## src/rtl/rseq_pkg.sv

```systemverilog
package rseq_pkg;

  typedef enum logic [2:0] {
    ST_OFF      = 3'd0,
    ST_SEQ_ON   = 3'd1,
    ST_ON       = 3'd2,
    ST_SEQ_OFF  = 3'd3,
    ST_SEQ_SLP  = 3'd4,
    ST_SLEEP    = 3'd5,
    ST_SEQ_WAKE = 3'd6
  } pseq_state_e;

  localparam logic [1:0] PWR_OFF   = 2'd0;
  localparam logic [1:0] PWR_ON    = 2'd1;
  localparam logic [1:0] PWR_SLEEP = 2'd2;

endpackage

```

## src/rtl/rseq_walker.sv

```systemverilog
module rseq_walker #(
  parameter int N_SLOTS = 5,
  parameter int SLOT_W  = 3,
  parameter int TICK_W  = 8
) (
  input  logic              clk,
  input  logic              rst_n,
  input  logic              start,
  input  logic              desc,
  input  logic              abort,
  input  logic [TICK_W-1:0] tick_len,
  output logic              strobe,
  output logic [SLOT_W-1:0] slot,
  output logic              finish
);

  localparam logic [SLOT_W-1:0] FIRST_UP = SLOT_W'(1);
  localparam logic [SLOT_W-1:0] TOP_SLOT = SLOT_W'(N_SLOTS);

  logic              run_q, run_d;
  logic              desc_q, desc_d;
  logic [SLOT_W-1:0] slot_q, slot_d;
  logic [TICK_W-1:0] cnt_q, cnt_d;
  logic [TICK_W-1:0] len_m1;
  logic [SLOT_W-1:0] last_slot;
  logic              at_end;

  always_comb begin
    len_m1    = (tick_len == '0) ? '0 : tick_len - 1'b1;
    last_slot = desc_q ? FIRST_UP : TOP_SLOT;
    at_end    = (cnt_q >= len_m1);
    strobe    = run_q && (cnt_q == '0);
    finish    = run_q && at_end && (slot_q == last_slot);
    slot      = slot_q;
  end

  always_comb begin
    run_d  = run_q;
    desc_d = desc_q;
    slot_d = slot_q;
    cnt_d  = cnt_q;
    if (abort) begin
      run_d = 1'b0;
      cnt_d = '0;
    end else if (start) begin
      run_d  = 1'b1;
      desc_d = desc;
      slot_d = desc ? TOP_SLOT : FIRST_UP;
      cnt_d  = '0;
    end else if (run_q) begin
      if (at_end) begin
        cnt_d = '0;
        if (slot_q == last_slot) begin
          run_d = 1'b0;
        end else begin
          slot_d = desc_q ? slot_q - 1'b1 : slot_q + 1'b1;
        end
      end else begin
        cnt_d = cnt_q + 1'b1;
      end
    end
  end

  always_ff @(posedge clk or negedge rst_n) begin
    if (!rst_n) begin
      run_q  <= 1'b0;
      desc_q <= 1'b0;
      slot_q <= '0;
      cnt_q  <= '0;
    end else begin
      run_q  <= run_d;
      desc_q <= desc_d;
      slot_q <= slot_d;
      cnt_q  <= cnt_d;
    end
  end

endmodule

```

## src/rtl/rseq_decode.sv

```systemverilog
module rseq_decode #(
  parameter int N_RAILS = 17,
  parameter int SLOT_W  = 3,
  parameter int N_SLOTS = 5,
  parameter int N_HW    = 2
) (
  input  logic [N_RAILS*SLOT_W-1:0] on_slot,
  input  logic [N_RAILS*SLOT_W-1:0] slp_slot,
  input  logic [SLOT_W-1:0]         slot,
  input  logic [N_HW-1:0]           hw_en_in,
  output logic [N_RAILS-1:0]        on_hit,
  output logic [N_RAILS-1:0]        slp_hit,
  output logic [N_RAILS-1:0]        is_hw,
  output logic [N_RAILS-1:0]        is_unas,
  output logic [N_RAILS-1:0]        hw_lvl
);

  localparam int HW_BASE = N_SLOTS + 1;

  for (genvar i = 0; i < N_RAILS; i++) begin : g_rail
    logic [SLOT_W-1:0] on_f;
    logic [SLOT_W-1:0] slp_f;

    assign on_f  = on_slot[i*SLOT_W +: SLOT_W];
    assign slp_f = slp_slot[i*SLOT_W +: SLOT_W];

    always_comb begin
      on_hit[i]  = (on_f == slot);
      slp_hit[i] = (slp_f == slot);
      is_unas[i] = (on_f == '0);
      is_hw[i]   = (on_f >= SLOT_W'(HW_BASE));
      hw_lvl[i]  = 1'b0;
      for (int h = 0; h < N_HW; h++) begin
        if (on_f == SLOT_W'(HW_BASE + h)) hw_lvl[i] = hw_en_in[h];
      end
    end
  end

endmodule

```

## src/rtl/rseq_ctrl.sv

```systemverilog
module rseq_ctrl
  import rseq_pkg::*;
(
  input  logic        clk,
  input  logic        rst_n,
  input  logic        req_on,
  input  logic        req_off,
  input  logic        req_sleep,
  input  logic        req_wake,
  input  logic        finish,
  output pseq_state_e state,
  output logic        walk_start,
  output logic        walk_desc,
  output logic        walk_abort,
  output logic        off_start,
  output logic        kill,
  output logic        hw_window,
  output logic        busy,
  output logic        seq_done,
  output logic [1:0]  pwr_state
);

  // pending request bits: [0] on, [1] off, [2] sleep, [3] wake
  logic [3:0]  pend_q, pend_d;
  logic [3:0]  req_v, eff;
  pseq_state_e state_q, state_d;
  logic        done_q, done_d;

  assign req_v = {req_wake, req_sleep, req_off, req_on};
  assign eff   = req_v | pend_q;

  always_comb begin
    state_d    = state_q;
    pend_d     = pend_q;
    done_d     = 1'b0;
    walk_start = 1'b0;
    walk_desc  = 1'b0;
    walk_abort = 1'b0;
    off_start  = 1'b0;
    kill       = 1'b0;
    case (state_q)
      ST_OFF: begin
        pend_d = '0;
        if (eff[0]) begin
          state_d    = ST_SEQ_ON;
          walk_start = 1'b1;
        end
      end
      ST_ON: begin
        pend_d = '0;
        if (eff[1]) begin
          state_d    = ST_SEQ_OFF;
          walk_start = 1'b1;
          walk_desc  = 1'b1;
          off_start  = 1'b1;
        end else if (eff[2]) begin
          state_d    = ST_SEQ_SLP;
          walk_start = 1'b1;
        end
      end
      ST_SLEEP: begin
        pend_d = '0;
        if (eff[1]) begin
          state_d = ST_OFF;
          kill    = 1'b1;
        end else if (eff[3]) begin
          state_d    = ST_SEQ_WAKE;
          walk_start = 1'b1;
          walk_desc  = 1'b1;
        end
      end
      ST_SEQ_SLP, ST_SEQ_WAKE: begin
        if (req_off) begin
          state_d    = ST_OFF;
          kill       = 1'b1;
          walk_abort = 1'b1;
          pend_d     = '0;
        end else begin
          pend_d = pend_q | req_v;
          if (finish) begin
            state_d = (state_q == ST_SEQ_SLP) ? ST_SLEEP : ST_ON;
            done_d  = 1'b1;
          end
        end
      end
      ST_SEQ_ON, ST_SEQ_OFF: begin
        pend_d = pend_q | req_v;
        if (finish) begin
          state_d = (state_q == ST_SEQ_ON) ? ST_ON : ST_OFF;
          done_d  = 1'b1;
        end
      end
      default: begin
        state_d = ST_OFF;
        pend_d  = '0;
      end
    endcase
  end

  always_ff @(posedge clk or negedge rst_n) begin
    if (!rst_n) begin
      state_q <= ST_OFF;
      pend_q  <= '0;
      done_q  <= 1'b0;
    end else begin
      state_q <= state_d;
      pend_q  <= pend_d;
      done_q  <= done_d;
    end
  end

  always_comb begin
    state     = state_q;
    seq_done  = done_q;
    busy      = (state_q == ST_SEQ_ON) || (state_q == ST_SEQ_OFF) ||
                (state_q == ST_SEQ_SLP) || (state_q == ST_SEQ_WAKE);
    hw_window = (state_q == ST_ON) || (state_q == ST_SLEEP) ||
                (state_q == ST_SEQ_SLP) || (state_q == ST_SEQ_WAKE);
    case (state_q)
      ST_SEQ_ON, ST_ON, ST_SEQ_WAKE: pwr_state = PWR_ON;
      ST_SEQ_SLP, ST_SLEEP:          pwr_state = PWR_SLEEP;
      default:                       pwr_state = PWR_OFF;
    endcase
  end

endmodule

```

## src/rtl/rseq_bank.sv

```systemverilog
module rseq_bank
  import rseq_pkg::*;
#(
  parameter int N_RAILS = 17
) (
  input  logic               clk,
  input  logic               rst_n,
  input  logic               strobe,
  input  pseq_state_e        kind,
  input  logic               off_start,
  input  logic               kill,
  input  logic [N_RAILS-1:0] on_hit,
  input  logic [N_RAILS-1:0] slp_hit,
  input  logic [N_RAILS-1:0] is_hw,
  input  logic [N_RAILS-1:0] is_unas,
  input  logic [N_RAILS-1:0] hw_lvl,
  input  logic [N_RAILS-1:0] slp_off_mask,
  input  logic               hw_window,
  output logic [N_RAILS-1:0] sw_ena,
  output logic [N_RAILS-1:0] rail_sleep,
  output logic [N_RAILS-1:0] rail_en
);

  for (genvar i = 0; i < N_RAILS; i++) begin : g_rail
    logic sw_q, sw_d;
    logic slp_q, slp_d;
    logic dis_q, dis_d;

    always_comb begin
      sw_d  = sw_q;
      slp_d = slp_q;
      dis_d = dis_q;
      if (kill) begin
        if (!is_hw[i]) sw_d = 1'b0;
        slp_d = 1'b0;
        dis_d = 1'b0;
      end else begin
        if (off_start && is_unas[i]) sw_d = 1'b0;
        if (strobe) begin
          case (kind)
            ST_SEQ_ON: begin
              if (on_hit[i] && !is_hw[i]) sw_d = 1'b1;
            end
            ST_SEQ_OFF: begin
              if (on_hit[i] && !is_hw[i]) sw_d = 1'b0;
            end
            ST_SEQ_SLP: begin
              if (slp_hit[i]) begin
                if (slp_off_mask[i] && !is_hw[i]) begin
                  dis_d = sw_q;
                  sw_d  = 1'b0;
                end else begin
                  slp_d = 1'b1;
                end
              end
            end
            ST_SEQ_WAKE: begin
              if (slp_hit[i]) begin
                slp_d = 1'b0;
                if (dis_q) begin
                  sw_d  = 1'b1;
                  dis_d = 1'b0;
                end
              end
            end
            default: ;
          endcase
        end
      end
    end

    always_ff @(posedge clk or negedge rst_n) begin
      if (!rst_n) begin
        sw_q  <= 1'b0;
        slp_q <= 1'b0;
        dis_q <= 1'b0;
      end else begin
        sw_q  <= sw_d;
        slp_q <= slp_d;
        dis_q <= dis_d;
      end
    end

    assign sw_ena[i]     = sw_q;
    assign rail_sleep[i] = slp_q;
    assign rail_en[i]    = is_hw[i] ? (hw_window & hw_lvl[i]) : sw_q;
  end

endmodule

```

## src/rtl/rail_sequencer.sv

```systemverilog
module rail_sequencer
  import rseq_pkg::*;
#(
  parameter int N_RAILS = 17,
  parameter int SLOT_W  = 3,
  parameter int N_SLOTS = 5,
  parameter int TICK_W  = 8,
  parameter int N_HW    = (1 << SLOT_W) - (N_SLOTS + 1)
) (
  input  logic                      clk,
  input  logic                      rst_n,
  input  logic                      req_on,
  input  logic                      req_off,
  input  logic                      req_sleep,
  input  logic                      req_wake,
  input  logic [TICK_W-1:0]         tick_len,
  input  logic [N_RAILS*SLOT_W-1:0] on_slot,
  input  logic [N_RAILS*SLOT_W-1:0] slp_slot,
  input  logic [N_RAILS-1:0]        slp_off_mask,
  input  logic [N_HW-1:0]           hw_en_in,
  output logic [N_RAILS-1:0]        rail_en,
  output logic [N_RAILS-1:0]        rail_sleep,
  output logic [N_RAILS-1:0]        sw_ena,
  output logic [1:0]                pwr_state,
  output logic                      busy,
  output logic                      seq_done
);

  pseq_state_e        state;
  logic               walk_start, walk_desc, walk_abort;
  logic               off_start, kill, hw_window;
  logic               strobe, finish;
  logic [SLOT_W-1:0]  slot;
  logic [N_RAILS-1:0] on_hit, slp_hit, is_hw, is_unas, hw_lvl;

  rseq_ctrl u_ctrl (
    .clk        (clk),
    .rst_n      (rst_n),
    .req_on     (req_on),
    .req_off    (req_off),
    .req_sleep  (req_sleep),
    .req_wake   (req_wake),
    .finish     (finish),
    .state      (state),
    .walk_start (walk_start),
    .walk_desc  (walk_desc),
    .walk_abort (walk_abort),
    .off_start  (off_start),
    .kill       (kill),
    .hw_window  (hw_window),
    .busy       (busy),
    .seq_done   (seq_done),
    .pwr_state  (pwr_state)
  );

  rseq_walker #(
    .N_SLOTS (N_SLOTS),
    .SLOT_W  (SLOT_W),
    .TICK_W  (TICK_W)
  ) u_walker (
    .clk      (clk),
    .rst_n    (rst_n),
    .start    (walk_start),
    .desc     (walk_desc),
    .abort    (walk_abort),
    .tick_len (tick_len),
    .strobe   (strobe),
    .slot     (slot),
    .finish   (finish)
  );

  rseq_decode #(
    .N_RAILS (N_RAILS),
    .SLOT_W  (SLOT_W),
    .N_SLOTS (N_SLOTS),
    .N_HW    (N_HW)
  ) u_decode (
    .on_slot  (on_slot),
    .slp_slot (slp_slot),
    .slot     (slot),
    .hw_en_in (hw_en_in),
    .on_hit   (on_hit),
    .slp_hit  (slp_hit),
    .is_hw    (is_hw),
    .is_unas  (is_unas),
    .hw_lvl   (hw_lvl)
  );

  rseq_bank #(
    .N_RAILS (N_RAILS)
  ) u_bank (
    .clk          (clk),
    .rst_n        (rst_n),
    .strobe       (strobe),
    .kind         (state),
    .off_start    (off_start),
    .kill         (kill),
    .on_hit       (on_hit),
    .slp_hit      (slp_hit),
    .is_hw        (is_hw),
    .is_unas      (is_unas),
    .hw_lvl       (hw_lvl),
    .slp_off_mask (slp_off_mask),
    .hw_window    (hw_window),
    .sw_ena       (sw_ena),
    .rail_sleep   (rail_sleep),
    .rail_en      (rail_en)
  );

endmodule

```

## config.mk

```make
export PLATFORM = sky130hd
export DESIGN_NAME = rail_sequencer
export DESIGN_NICKNAME = d
export VERILOG_FILES = /design/src/rtl/rseq_pkg.sv /design/src/rtl/rseq_walker.sv /design/src/rtl/rseq_decode.sv /design/src/rtl/rseq_ctrl.sv /design/src/rtl/rseq_bank.sv /design/src/rtl/rail_sequencer.sv
export SDC_FILE = /design/constraint.sdc
export NUM_CORES = 1
export LEC_CHECK = 0
export CAP_MARGIN = 20
export CELL_PAD_IN_SITES_DETAIL_PLACEMENT = 1
export CELL_PAD_IN_SITES_GLOBAL_PLACEMENT = 2
export CORE_UTILIZATION = 32
export CTS_CLUSTER_DIAMETER = 50
export DETAILED_ROUTE_END_ITERATION = 12
export GPL_TIMING_DRIVEN = 0
export PLACE_DENSITY_LB_ADDON = 0.1
export SLEW_MARGIN = 20
export SYNTH_ARGS = -nofsm -noshare
export SYNTH_HDL_FRONTEND = slang
export SYNTH_HIERARCHICAL = 1
export SYNTH_SLANG_ARGS = --single-unit
```

## constraint.sdc

```tcl
create_clock -name clk -period 5.2 [get_ports clk]
set_input_delay 1.04 -clock clk [delete_from_list [all_inputs] [get_ports clk]]
set_output_delay 1.04 -clock clk [all_outputs]
set_load 0.02 [all_outputs]
```

==> impl_metrics.json, run 1 <==
{
  "rsz0062_at_grt": "no",
  "worstSetupPathType": "in2reg",
  "netlist_area_um2": 7640,
  "p_leak_uw": 0.00415,
  "clock_power_share_pct": 13.2,
  "p_per_area_nw_per_um2": 428,
  "layout-drive-gt1-share_pct": 13.2,
  "synthCells": 916,
  "layout_commonest_cell": "clkdlybuf4s50_1",
  "synth_edf_count": 0,
  "die_h_um": 157,
  "min_period_ns": 4.88,
  "synth_flop_cell": "dfrtp_1",
  "post_cts_buffers": 0,
  "ios": 190,
  "root_buffer": "clkbuf_16",
  "min_from": "u_bank/g_rail[1].slp_q",
  "cts_tree": "done",
  "cp_max_fo": 6,
  "p_sw_uw": 2070,
  "async_reset_ff_share_pct": 100,
  "dieArea_um2": 24500,
  "cts.clk_slew.worst_paths_ns": 0.06,
  "num_rows": 56,
  "routed_via_density": 5.35,
  "synth_compound_area_share_pct": 18.7,
  "area_delta_synth_final_pct": 33.4,
  "routed-via-count": 7694,
  "reg2reg_depth": 7,
  "ant_nets": 0,
  "nets": 1262,
  "cts_hold_buffers": 0,
  "initial_utilization_pct": 32.6,
  "hold_depth": 1,
  "maxSlewHeadroom_pct": 37.3,
  "netSwitchingFraction_pct": 47.5,
  "cts.htree.levels": 3,
  "drc_errors": 0,
  "wl_per_cell_um": 20.9,
  "pwr-share-seq_pct": 22.3,
  "clk_latency_ns": 0.34,
  "dr.pass1.iters": 6,
  "combPwrFrac_pct": 64.5,
  "core_area_um2": 23500,
  "synth_xor_area_share_pct": 12.5,
  "arrival_ns": 5.11,
  "crit_path_end_kind": "flop",
  "worst_pin_slew_ns": 0.941,
  "cts.sinks": 72,
  "holdWs_ns": 0.509,
  "finalSetupTns_ns": 0,
  "setup_violations": 0,
  "syn_area_per_cell_um2": 8.35,
  "first_iter_violations": 318,
  "slew_violations": 0,
  "grt_max_degree": 41,
  "hold_class": "reg2reg",
  "hpwlAfterDp_um": 22100,
  "synthAdderAreaFrac_pct": 2.06,
  "ctsLongestPathBuffers": 2,
  "synth_top_family_by_area": "simple AND/OR/NAND/NOR gates",
  "whs_endpoint": "u_bank/g_rail[1].slp_q",
  "maxCapViolCount": 0,
  "yosys_warnings": 6,
  "synthesis.nets": 1063,
  "worst_clock_skew_ns": 0.00532,
  "die_w_um": 157,
  "fmax_mhz": 205,
  "grt_pass1_wl_um": 45000,
  "antenna_found_initial": 0,
  "r2r_slack_ns": 1.29,
  "max-vdd-ir-drop_uv": 192,
  "yosys.cell_types.count": 84,
  "final_cell_mix": "clkdlybuf4s50_1, xor2_1, dfrtp_1, nand2_1, a21oi_1",
  "worstReg2RegEnd": "u_bank/g_rail[16].slp_q",
  "finalPower_uw": 4360,
  "fin_crit_sh_pct": 93.8,
  "rr_startpoint": "u_ctrl/state[2]",
  "synth.mux.area_fraction_pct": 7.32,
  "cts_resized": 0,
  "wirelength_um": 30000,
  "synth_seq_cells": 72,
  "antenna_cells": 0,
  "grtUsageTotal_pct": 24.6,
  "numCtsBuffers": 9,
  "outcome": "completed",
  "synth-simple-area-share_pct": 25.9,
  "port_buffers": 186,
  "yosysSeqAreaShare_pct": 23.6,
  "cp-start-kind": "primary input",
  "routabilityCongestion": 0.824,
  "crit_required_ns": 5.43,
  "final_hold_viol_count": 0,
  "gr-total-overflow": 0,
  "internal_power_uw": 2290,
  "grt_pass1_vias": 7558
}
==> state kept, by name, indices dropped and copies added (netlist names), 3 cells and up <==
name and count:
u_bank/g_rail.sw_q 17, u_bank/g_rail.slp_q 17, u_walker/cnt_q 8, u_bank/g_rail.dis_q 17
u_walker/slot 3, u_ctrl/state 3, u_ctrl/pend_q 4
==> synth_stat cells, drive strengths merged, types with 3 or more instances <==
cell / count / share of area, %
nor2b: 30 / 2.5
a311o: 6 / 0.79
o31ai: 13 / 1.3
nand2b: 33 / 2.8
a21oi: 62 / 4.1
o2111ai: 3 / 0.34
nand2: 64 / 3.1
nand4b: 7 / 0.80
a211o: 9 / 1.0
dfrtp: 72 / 24
a21boi: 9 / 0.88
nor4: 4 / 0.52
clkbuf: 21 / 1.0
xor2: 108 / 12
and3: 13 / 1.1
nor2: 40 / 2.0
or2: 3 / 0.25
and2: 18 / 1.5
inv: 34 / 1.7
mux2i: 33 / 4.3
nand3: 27 / 1.8
o2111a: 7 / 1.0
a22oi: 7 / 0.69
buf: 65 / 7.2
a31oi: 25 / 2.0
a21o: 3 / 0.29
o21ai: 37 / 2.5
ha: 11 / 1.8
nand4: 7 / 0.57
or3: 9 / 0.74
mux2: 19 / 3.0
o221ai: 7 / 0.80
nor3: 66 / 6.3
==> worst max-delay path, stage by stage <==
cell and delay [ns]:
clkdlybuf4s50_1 0.46, or3_1 0.40, or3_1 0.33, or3b_4 0.44
and2_4 0.17, ha_1 0.26, and3_1 0.14, o21ai_0 0.07
a311oi_1 0.50, or2_2 0.24, and3_1 0.28, and2b_1 0.23
o21ai_2 0.14, nand3_2 0.10, mux2_4 0.30
==> routing by layer <==
layer / up-vias / track usage, % / routed length [um]
li1: 3635 / - / -
met3: 20 / 2.44 / 1430
met5: - / 0 / 0
met4: 0 / 5.46 / 329
met1: 3824 / 34.3 / 14400
met2: 215 / 40.7 / 13900
==> kinds of logic (layout without fill, tap and decap cells) <==
family | after synthesis | in the layout
compound gates | 213 | 213
xor+xnor | 109 | 109
fa+ha+maj | 12 | 12
buf+inv | 122 | 325
flops | 72 | 72
mux | 52 | 52
simple gates | 336 | 336
==> per-stage QoR <==
| stage | worst slack (ns) | utilization (%) | instances | area (um2) |
|---|---|---|---|---|
| 2_1_floorplan | 0.841 | - | 916 | 7640 |
| 3_3_place_gp | -0.0680 | 42.2 | 1421 | 9910 |
| 3_5_place_dp | -0.0615 | 42.4 | 1423 | 9940 |
| 4_1_cts | 0.301 | 43.4 | 1438 | 10200 |
| 5_1_grt | 0.0955 | 43.4 | 1438 | 10200 |
| 6_report | 0.322 | 43.4 | 1438 | 10200 |
==> power by group through the flow <==
stage	sequential (uW)	combinational [uW]	clock (uW)
floorplan	906	1770	0
global placement	980	2770	0
detailed placement	980	2810	0
CTS	971	2820	593
global route	1000	3020	612
finish	973	2810	574
==> worst max-delay path by stage <==
stage / startpoint / end / slack [ns] / cells after the start
after floorplan: tick_len[4] / u_ctrl/state[0] / 0.84 / 14
after global placement: tick_len[4] / u_ctrl/state[0] / -0.07 / 15
after detailed placement: tick_len[4] / u_ctrl/state[0] / -0.06 / 15
after CTS: tick_len[4] / u_ctrl/state[0] / 0.30 / 15
after global routing: tick_len[4] / u_ctrl/state[0] / 0.1 / 15
final: tick_len[4] / u_ctrl/state[0] / 0.32 / 15
==> cell type report <==
| type | instances | area, um2 |
|---|---|---|
| inverter | 36 | 135 |
| sequential | 72 | 1800 |
| timing repair buffer | 188 | 1890 |
| clock buffer | 11 | 233 |
| fill | 2832 | 13300 |
| buffer | 86 | 632 |
| tap | 319 | 399 |
| multi-input combinational | 722 | 5080 |
| clock inverter | 4 | 22.5 |
Power figures use the tool's default switching activity.
==> run 2: changes to the inputs <==
Settings changed: GPL_TIMING_DRIVEN 0 to 1.
==> impl_metrics.json, run 2 (synthesis results as in run 1) <==
{
  "outcome": "completed",
  "antenna_found_initial": 0,
  "ant_nets": 0,
  "ios": 190,
  "arrival_ns": 4.94,
  "maxCapViolCount": 0,
  "cts_tree": "done",
  "slew_violations": 0,
  "cts.clk_slew.worst_paths_ns": 0.06,
  "cts.sinks": 72,
  "dieArea_um2": 24500,
  "hold_depth": 1,
  "rsz0062_at_grt": "no",
  "grt_pass1_wl_um": 43400,
  "final_hold_viol_count": 0,
  "sequential_cell_area_um2": 1810,
  "port_buffers": 189,
  "maxSlewHeadroom_pct": 27.7,
  "top_regs": "u_bank/g_rail.dis_q x17, u_bank/g_rail.slp_q x17, u_bank/g_rail.sw_q x17",
  "fin_util_pct": 41.6,
  "final_cell_mix": "clkdlybuf4s50_1, xor2_1, dfrtp_1, nand2_1, a21oi_1",
  "grtUsageTotal_pct": 23.3,
  "die_w_um": 157,
  "fmax_mhz": 213,
  "first_iter_violations": 293,
  "die_h_um": 157,
  "crit_required_ns": 5.44,
  "cts_hold_buffers": 0,
  "routabilityCongestion": 0.783,
  "min_period_ns": 4.71,
  "hold_class": "reg2reg",
  "cp_max_fo": 6,
  "multiInputGateArea_um2": 5110,
  "clk_latency_ns": 0.35,
  "fin_crit_sh_pct": 90.5,
  "layout_commonest_cell": "clkdlybuf4s50_1",
  "initial_utilization_pct": 32.6,
  "antenna_cells": 0,
  "worst_clock_skew_ns": 0.00610,
  "worstSetupPathType": "in2reg",
  "reg2reg_depth": 7,
  "wirelength_um": 27900,
  "routed_via_density": 5.29,
  "finalSetupTns_ns": 0,
  "wl_per_cell_um": 20.3,
  "p_leak_uw": 0.00390,
  "numCtsBuffers": 9,
  "p_per_area_nw_per_um2": 423,
  "cts_resized": 0,
  "grt_pass1_vias": 7493,
  "drc_errors": 0,
  "final_cells": 1373,
  "post_cts_buffers": 0,
  "grt_max_degree": 42,
  "postPlaceCellArea_um2": 9490,
  "hpwlAfterDp_um": 19800,
  "crit_path_end_kind": "flop",
  "nets": 1197,
  "num_rows": 56,
  "core_area_um2": 23500,
  "routed-via-count": 7258,
  "stdcell_area_um2": 9770,
  "cts.htree.levels": 3,
  "root_buffer": "clkbuf_16",
  "ctsLongestPathBuffers": 2,
  "area_delta_synth_final_pct": 27.8,
  "layout-drive-gt1-share_pct": 10.6,
  "setup_violations": 0,
  "max-vdd-ir-drop_uv": 193,
  "cp-start-kind": "primary input",
  "fillCellCount": 2757,
  "worst_pin_slew_ns": 1.08,
  "place_inst": 1358,
  "dr.pass1.iters": 4,
  "gr-total-overflow": 0
}
[run 2: cell types whose count changed in the layout (fill, tap and decap cells not counted), sizes merged]
cell and delta:
buf -47, bufinv +1, clkbuf -21, clkdlybuf4s50 +3, clkinv -1
[run 2: path summary, 6_finish.rpt]
path / start / to / slack, ns
setup / recovery: tick_len[4] / u_ctrl/state[0] / 0.49
hold / removal: u_bank/g_rail[2].slp_q / u_bank/g_rail[2].slp_q / 0.51
setup reg to reg: u_walker/run_q / u_bank/g_rail[5].slp_q / 2.16
hold reg to reg: u_bank/g_rail[2].slp_q / u_bank/g_rail[2].slp_q / 0.51
max in group asynchronous: rst_n / u_walker/slot[0] / 3.58
min in group asynchronous: rst_n / u_bank/g_rail[8].slp_q / 0.68
[run 2: stage by stage]
step | setup slack, ns | hold WS [ns] | power, uW
2_1_floorplan | 0.841 | 0.475 | 2680
3_3_place_gp | 0.204 | 0.488 | 3510
3_5_place_dp | 0.0984 | 0.496 | 3530
4_1_cts | 0.482 | 0.509 | 4180
5_1_grt | 0.335 | 0.521 | 4430
6_report | 0.495 | 0.507 | 4130
[run 2: layout make-up]
cell class / count / area share [%]
clock buffers: 11 / 2.38
clock inverters: 4 / 0.487
inverters: 36 / 1.38
multi-input cells: 722 / 52.3
flip-flops and latches: 72 / 18.5
well taps: 319 / 4.09
repair buffers: 209 / 20.9
[run 2: routing by layer]
metal,up-vias,routed length (um),share of wire [%],track usage [%]
met5,-,0,0,0
met4,0,159,0.57,3.50
met3,12,1240,4.4,3.88
met2,153,13300,48,39.4
met1,3592,13100,47,31.5
li1,3501,-,-,-
[run 2: power by group]
group	total [uW]	switching (uW)	internal [uW]
combinational	2490	1460	1020
clock	630	262	368
sequential	1020	257	759
[run 2: critical path, stage by stage]
cell	delay, ns
clkdlybuf4s50_1	0.45
or3_1	0.39
or3_1	0.33
or3b_4	0.44
and2_4	0.17
ha_1	0.25
and3_1	0.16
o21ai_0	0.14
a311oi_1	0.12
or2_2	0.34
and3_1	0.24
nor4b_1	0.36
a41oi_2	0.07
nand3_2	0.13
mux2_4	0.29
